### src/rtl/ufc_pkg.sv
package ufc_pkg;

    typedef enum logic [2:0] {
        SRC_FLOW = 3'b000,
        SRC_TX   = 3'b001,
        SRC_RXD  = 3'b010,
        SRC_LINE = 3'b011
    } src_e;

    typedef struct packed {
        logic       fifo_en;
        logic [1:0] code;
        logic       rx_clr;
        logic       tx_clr;
    } ctl_st_t;

    typedef struct packed {
        logic xoff;
        logic spec;
        logic flow;
    } flag_st_t;

endpackage

### src/rtl/ufc_ctl_reg.sv
module ufc_ctl_reg
    import ufc_pkg::*;
(
    input  logic       clk,
    input  logic       rst_n,
    input  logic       ctl_wr,
    input  logic       en_bit,
    input  logic       rxc_bit,
    input  logic       txc_bit,
    input  logic [1:0] code_bits,
    input  logic       enh_en,
    output logic       fifo_en,
    output logic [1:0] trig_code,
    output logic       rx_clr,
    output logic       tx_clr
);

    ctl_st_t st_d, st_q;

    always_comb begin
        st_d        = st_q;
        st_d.rx_clr = 1'b0;
        st_d.tx_clr = 1'b0;
        if (ctl_wr) begin
            if (en_bit) begin
                st_d.fifo_en = 1'b1;
                st_d.rx_clr  = rxc_bit;
                st_d.tx_clr  = txc_bit;
                if (enh_en) begin
                    st_d.code = code_bits;
                end
            end else begin
                st_d.fifo_en = 1'b0;
            end
        end
    end

    always_ff @(posedge clk or negedge rst_n) begin
        if (!rst_n) begin
            st_q <= '0;
        end else begin
            st_q <= st_d;
        end
    end

    assign fifo_en   = st_q.fifo_en;
    assign trig_code = st_q.code;
    assign rx_clr    = st_q.rx_clr;
    assign tx_clr    = st_q.tx_clr;

endmodule

### src/rtl/ufc_tx_irq.sv
module ufc_tx_irq #(
    parameter int DEPTH = 16,
    parameter int LVL1  = 4,
    parameter int LVL2  = 8,
    parameter int LVL3  = 14,
    localparam int CW   = $clog2(DEPTH + 1)
) (
    input  logic          clk,
    input  logic          rst_n,
    input  logic          fifo_en,
    input  logic [1:0]    trig_code,
    input  logic [CW-1:0] tx_count,
    input  logic          ack,
    output logic [CW-1:0] level,
    output logic          irq
);

    typedef struct packed {
        logic [CW-1:0] cnt;
        logic          above;
        logic          irq;
    } irq_st_t;

    irq_st_t st_d, st_q;
    logic    fall_below;
    logic    drained;
    logic    refill;

    always_comb begin
        if (!fifo_en) begin
            level = CW'(1);
        end else begin
            unique case (trig_code)
                2'b01:   level = CW'(LVL1);
                2'b10:   level = CW'(LVL2);
                2'b11:   level = CW'(LVL3);
                default: level = CW'(1);
            endcase
        end
    end

    always_comb begin
        fall_below = (st_q.cnt >= level) && (tx_count < level);
        drained    = (st_q.cnt != '0) && (tx_count == '0) && !st_q.above;
        refill     = tx_count > st_q.cnt;

        st_d     = st_q;
        st_d.cnt = tx_count;

        if (tx_count == '0) begin
            st_d.above = 1'b0;
        end else if (tx_count > level) begin
            st_d.above = 1'b1;
        end

        if (fall_below || drained) begin
            st_d.irq = 1'b1;
        end else if (refill || ack) begin
            st_d.irq = 1'b0;
        end
    end

    always_ff @(posedge clk or negedge rst_n) begin
        if (!rst_n) begin
            st_q <= '0;
        end else begin
            st_q <= st_d;
        end
    end

    assign irq = st_q.irq;

endmodule

### src/rtl/ufc_status.sv
module ufc_status
    import ufc_pkg::*;
(
    input  logic       clk,
    input  logic       rst_n,
    input  logic       enh_en,
    input  logic       fifo_en,
    input  logic       stat_rd,
    input  logic       rx_char,
    input  logic       xoff_hit,
    input  logic       spec_hit,
    input  logic       flow_deassert,
    input  logic       line_err,
    input  logic       rx_avail,
    input  logic       tx_irq,
    output logic [7:0] stat_byte,
    output logic       tx_ack
);

    flag_st_t fl_d, fl_q;
    src_e     src;
    logic     pending;
    logic     match_vis;
    logic     flow_vis;

    assign match_vis = enh_en && (fl_q.xoff || fl_q.spec);
    assign flow_vis  = enh_en && fl_q.flow;

    always_comb begin
        pending = 1'b1;
        if (line_err) begin
            src = SRC_LINE;
        end else if (rx_avail) begin
            src = SRC_RXD;
        end else if (tx_irq) begin
            src = SRC_TX;
        end else begin
            src     = SRC_FLOW;
            pending = match_vis || flow_vis;
        end
    end

    always_comb begin
        fl_d = fl_q;
        if (enh_en && xoff_hit) begin
            fl_d.xoff = 1'b1;
        end else if (stat_rd) begin
            fl_d.xoff = 1'b0;
        end
        if (enh_en && spec_hit) begin
            fl_d.spec = 1'b1;
        end else if (stat_rd || rx_char) begin
            fl_d.spec = 1'b0;
        end
        if (enh_en && flow_deassert) begin
            fl_d.flow = 1'b1;
        end else if (stat_rd) begin
            fl_d.flow = 1'b0;
        end
    end

    always_ff @(posedge clk or negedge rst_n) begin
        if (!rst_n) begin
            fl_q <= '0;
        end else begin
            fl_q <= fl_d;
        end
    end

    assign stat_byte = {{2{fifo_en}}, flow_vis, match_vis,
                        pending ? src : SRC_FLOW, !pending};
    assign tx_ack    = stat_rd && pending && (src == SRC_TX);

endmodule

### src/rtl/uart_fifo_ctl.sv
module uart_fifo_ctl #(
    parameter int DEPTH = 16,
    parameter int LVL1  = 4,
    parameter int LVL2  = 8,
    parameter int LVL3  = 14,
    localparam int CW   = $clog2(DEPTH + 1)
) (
    input  logic          clk,
    input  logic          rst_n,
    input  logic          ctl_wr,
    input  logic [7:0]    wdata,
    input  logic          stat_rd,
    input  logic          enh_en,
    input  logic [CW-1:0] tx_count,
    input  logic          line_err,
    input  logic          rx_avail,
    input  logic          rx_char,
    input  logic          xoff_hit,
    input  logic          spec_hit,
    input  logic          flow_deassert,
    output logic          rx_fifo_clr,
    output logic          tx_fifo_clr,
    output logic [CW-1:0] tx_trig_lvl,
    output logic          tx_irq,
    output logic [7:0]    stat_byte
);

    logic       fifo_en;
    logic [1:0] trig_code;
    logic       tx_ack;
    logic       unused_bits;

    assign unused_bits = ^{wdata[7:6], wdata[3]};

    ufc_ctl_reg u_ctl (
        .clk       (clk),
        .rst_n     (rst_n),
        .ctl_wr    (ctl_wr),
        .en_bit    (wdata[0]),
        .rxc_bit   (wdata[1]),
        .txc_bit   (wdata[2]),
        .code_bits (wdata[5:4]),
        .enh_en    (enh_en),
        .fifo_en   (fifo_en),
        .trig_code (trig_code),
        .rx_clr    (rx_fifo_clr),
        .tx_clr    (tx_fifo_clr)
    );

    ufc_tx_irq #(
        .DEPTH (DEPTH),
        .LVL1  (LVL1),
        .LVL2  (LVL2),
        .LVL3  (LVL3)
    ) u_txi (
        .clk       (clk),
        .rst_n     (rst_n),
        .fifo_en   (fifo_en),
        .trig_code (trig_code),
        .tx_count  (tx_count),
        .ack       (tx_ack),
        .level     (tx_trig_lvl),
        .irq       (tx_irq)
    );

    ufc_status u_stat (
        .clk           (clk),
        .rst_n         (rst_n),
        .enh_en        (enh_en),
        .fifo_en       (fifo_en),
        .stat_rd       (stat_rd),
        .rx_char       (rx_char),
        .xoff_hit      (xoff_hit),
        .spec_hit      (spec_hit),
        .flow_deassert (flow_deassert),
        .line_err      (line_err),
        .rx_avail      (rx_avail),
        .tx_irq        (tx_irq),
        .stat_byte     (stat_byte),
        .tx_ack        (tx_ack)
    );

endmodule

### config.mk
export PLATFORM = sky130hd
export DESIGN_NAME = uart_fifo_ctl
export DESIGN_NICKNAME = d
export VERILOG_FILES = /design/src/rtl/ufc_pkg.sv /design/src/rtl/ufc_ctl_reg.sv /design/src/rtl/ufc_tx_irq.sv /design/src/rtl/ufc_status.sv /design/src/rtl/uart_fifo_ctl.sv
export SDC_FILE = /design/constraint.sdc
export NUM_CORES = 1
export LEC_CHECK = 0
export BUFFER_PORTS_ARGS = -buffer_cell sky130_fd_sc_hd__buf_2
export CORE_ASPECT_RATIO = 0.7
export CORE_MARGIN = 4
export CORE_UTILIZATION = 46
export CTS_CLUSTER_DIAMETER = 100
export CTS_CLUSTER_SIZE = 12
export DETAILED_ROUTE_END_ITERATION = 12
export GPL_ROUTABILITY_DRIVEN = 0
export PLACE_DENSITY = 0.78
export RECOVER_POWER = 100
export SYNTH_ARGS = -nofsm -noshare
export SYNTH_HDL_FRONTEND = slang
export SYNTH_SLANG_ARGS = --single-unit
### constraint.sdc
create_clock -name clk -period 1.95 [get_ports clk]
set_input_delay 0.195 -clock clk [delete_from_list [all_inputs] [get_ports clk]]
set_output_delay 0.195 -clock clk [all_outputs]
set_load 0.02 [all_outputs]
==> results.json <==
{
  "status": "finished, final reports clean",
  "ant_nets": 0,
  "areaGrowthSynthToFinish_pct": 17.7,
  "p_seq_share_pct": 45.8,
  "synthMuxAreaShare_pct": 3.60,
  "synth_top_cells_by_count": "15 x dfrtp_1, 13 x ha_1, 12 x inv_1, 7 x nor2_1",
  "grt_first_pass_wirelength_mm": 3.19,
  "clockBufferDepth": 2,
  "grt_pass1_vias": 774,
  "slew_violations": 0,
  "ir_drop_v": 0.000533,
  "maxCapViolations": 0,
  "min_period_over_period_pct": 92.8,
  "worstSetupStartpointType": "register",
  "yosysMostFrequentCell": "dfrtp_1",
  "hp-class": "primary input to register",
  "leakage_nw": 0.563,
  "grt-ovfl-total": 0,
  "cp_slowest_cell": "dfrtp_1",
  "switching_share_pct": 35.0,
  "setup_viol": 0,
  "synth_top_area_share_pct": 40.0,
  "r2r_slack_ns": 0.14,
  "max_stage_delay_ns": 0.41,
  "finalNetCount": 168,
  "antenna_found_initial": 0,
  "grt_start_max_net_pins": 16,
  "path_clk_slew_ns": 0.09,
  "skew_ns": 0.00251,
  "cts_made_buffers": 3,
  "powerDensity_nw_per_um2": 709,
  "clk_latency_ns": 0.29,
  "wl_per_cell_um": 13.5,
  "ys_seq_area_share_pct": 40.0,
  "rows": 13,
  "drc": 0,
  "grt.total_usage_pct": 16.0,
  "finalHoldViolations": 0,
  "root_buffer": "clkbuf_4",
  "worst_r2r_path_depth": 9,
  "regArea_um2": 375,
  "hold_depth": 1,
  "pwr-share-comb_pct": 31.4,
  "synth_area_per_cell_um2": 9.78,
  "ios": 40,
  "ys_async_sr_fraction_pct": 100,
  "n_antenna_cell": 0,
  "p_sw_w": 0.000274,
  "crit_arrival_ns": 2.00,
  "worstPathMaxFanout": 5,
  "synthCells": 96,
  "period_needed_ns": 1.81,
  "grt_setup_unrepaired": "no",
  "yosys-top-cells-area": "dfrtp_1 40%, ha_1 17%, buf_4 4.8%",
  "grtUsageMet3_pct": 5.38,
  "htree_levels": 1,
  "io_buffers": 34,
  "drt-initial-drc-count": 5,
  "synth.largest_area_cell": "dfrtp_1",
  "grt.busiest_layer": "met2",
  "end_kind": "register",
  "total_power_w": 0.000783,
  "synth-edff-count": 0,
  "synth_top_family_by_area": "adder cells",
  "drt-total-wl_mm": 2.05,
  "multi_input_area_um2": 472,
  "synth.distinct_cells": 27,
  "fp.dieW_um": 62.0,
  "cpMostUsedCell": "nand2_1",
  "drt_first_pass_iters": 4,
  "tns_ns": 0,
  "synth_seq_cells": 15,
  "crit_type": "register to register",
  "fmax_ghz": 0.553,
  "use_met2_pct": 27.1,
  "synth_ff_type": "dfrtp_1",
  "synth_warnings": 0,
  "worst_slew_pin_slew_ns": 0.812,
  "nFillCells": 181,
  "synth_area_um2": 938,
  "synthAdderAreaFrac_pct": 17.3,
  "die-area_um2": 2840,
  "internal_power_w": 0.000509,
  "cts_sinks": 15,
  "initial_utilization_pct": 49.3,
  "vias": 776,
  "synth_compound_area_share_pct": 12.7,
  "yosys.area_share.simple_pct": 16.4,
  "crit_required_ns": 2.14,
  "maxSlewHeadroom_pct": 45.9,
  "hpwl_mm": 1.66,
  "vias_per_cell": 5.11,
  "yosys.area_share.xor_xnor_pct": 0,
  "die_y_um": 45.8,
  "drive_gt1_share_pct": 19.2,
  "crit_chain": "nand2_1, inv_1, nand2_1, ha_1, nand2b_1, a21oi_1, nor3_1, nor2_1, o21a_1",
  "core_area_um2": 1900,
  "gr-usage-met1_pct": 18.5,
  "cts_tree": "built",
  "p_clk_share_pct": 22.8
}
==> metal layers <==
layer / wire length (um) / share of wire (%) / up-vias
li1: - / - / 393
met1: 906 / 44 / 347
met2: 925 / 45 / 32
met3: 191 / 9.3 / 4
met4: 24 / 1.2 / 0
met5: 0 / 0 / -
==> state kept, by name (all words and copies together), names as in the netlist <==
signal / cells
u_txi.irq: 1
u_ctl.tx_clr: 1
u_txi.st_q: 6
u_stat.fl_q: 3
u_ctl.trig_code: 2
u_ctl.rx_clr: 1
u_ctl.fifo_en: 1
==> logic make-up after synthesis <==
| logic type | after synthesis |
|---|---|
| AOI/OAI and AO/OA | 16 |
| adders and majority gates | 13 |
| buffers and inverters | 18 |
| DFF | 15 |
| muxes | 3 |
| other | 1 |
| and+or+nand+nor | 30 |
==> repair_timing <==
| item | 4_1_cts | 5_1_grt |
|---|---|---|
| resized for setup | 0 | 0 |
| endpoints found under the hold margin | 15 | 0 |
| buffers inserted | 0 | 0 |
| hold buffers | 1 | 0 |
==> cells in the final DEF (no fill, tap or decap), types with 2 or more instances in the layout <==
master | Yosys | layout
o21ai_0 | 2 | 2
buf_2 | 0 | 16
nor2_1 | 7 | 7
nor3_1 | 3 | 3
clkbuf_1 | 0 | 18
nand3_1 | 3 | 3
a21oi_1 | 3 | 3
mux2_2 | 3 | 3
o211ai_1 | 1 | 2
dfrtp_1 | 15 | 15
ha_1 | 13 | 13
and3_1 | 2 | 2
inv_1 | 12 | 12
conb_1 | 1 | 2
clkbuf_4 | 0 | 3
a22o_1 | 3 | 3
nor4_1 | 3 | 3
nand2_1 | 6 | 6
o21a_1 | 3 | 3
==> metrics by stage <==
stage	worst slack (ns)	utilization (%)	std cells	cell area (um^2)	hold WS, ns
2_1_floorplan	0.0732	-	97	942	-0.101
3_3_place_gp	0.268	57.5	147	1090	0.109
3_5_place_dp	0.179	57.5	147	1090	0.117
4_1_cts	0.140	59.5	152	1130	0.0140
5_1_grt	0.00819	58.1	152	1100	0.00492
6_report	0.141	58.1	152	1100	0.0228
==> power groups by stage <==
stage | registers (W) | clock network, W | logic, W
after floorplan | 0.000369 | 0 | 0.000168
after global placement | 0.000363 | 0 | 0.000246
after detailed placement | 0.000365 | 0 | 0.000258
after CTS | 0.000359 | 0.000185 | 0.000261
after global routing | 0.000363 | 0.000204 | 0.000275
final | 0.000359 | 0.000178 | 0.000246
==> final cells by class <==
cell class / instances / area share, %
well taps: 22 / 2.49
inverters: 12 / 4.08
clock inverters: 1 / 0.453
multi-input cells: 64 / 42.7
clock buffers: 3 / 2.04
flip-flops and latches: 15 / 34.0
repair buffers: 35 / 14.3
==> final timing paths <==
check	start	end
max	u_ctl.fifo_en	u_txi.st_q[1]
min	tx_count[0]	u_txi.st_q[2]
max reg2reg	u_ctl.fifo_en	u_txi.st_q[1]
min reg2reg	u_stat.fl_q[0]	u_stat.fl_q[0]
max in group asynchronous	rst_n	u_txi.st_q[6]
min in group asynchronous	rst_n	u_ctl.tx_clr
==> critical path, delay by kind of cell (launching register included) <==
family	cells	cell delay, ns
adders and majority gates	1	0.31
and+or+nand+nor	5	0.63
buffers and inverters	1	0.10
DFF	1	0.41
AOI/OAI and AO/OA	2	0.24
Note: power is estimated with default switching activity, not from simulation.
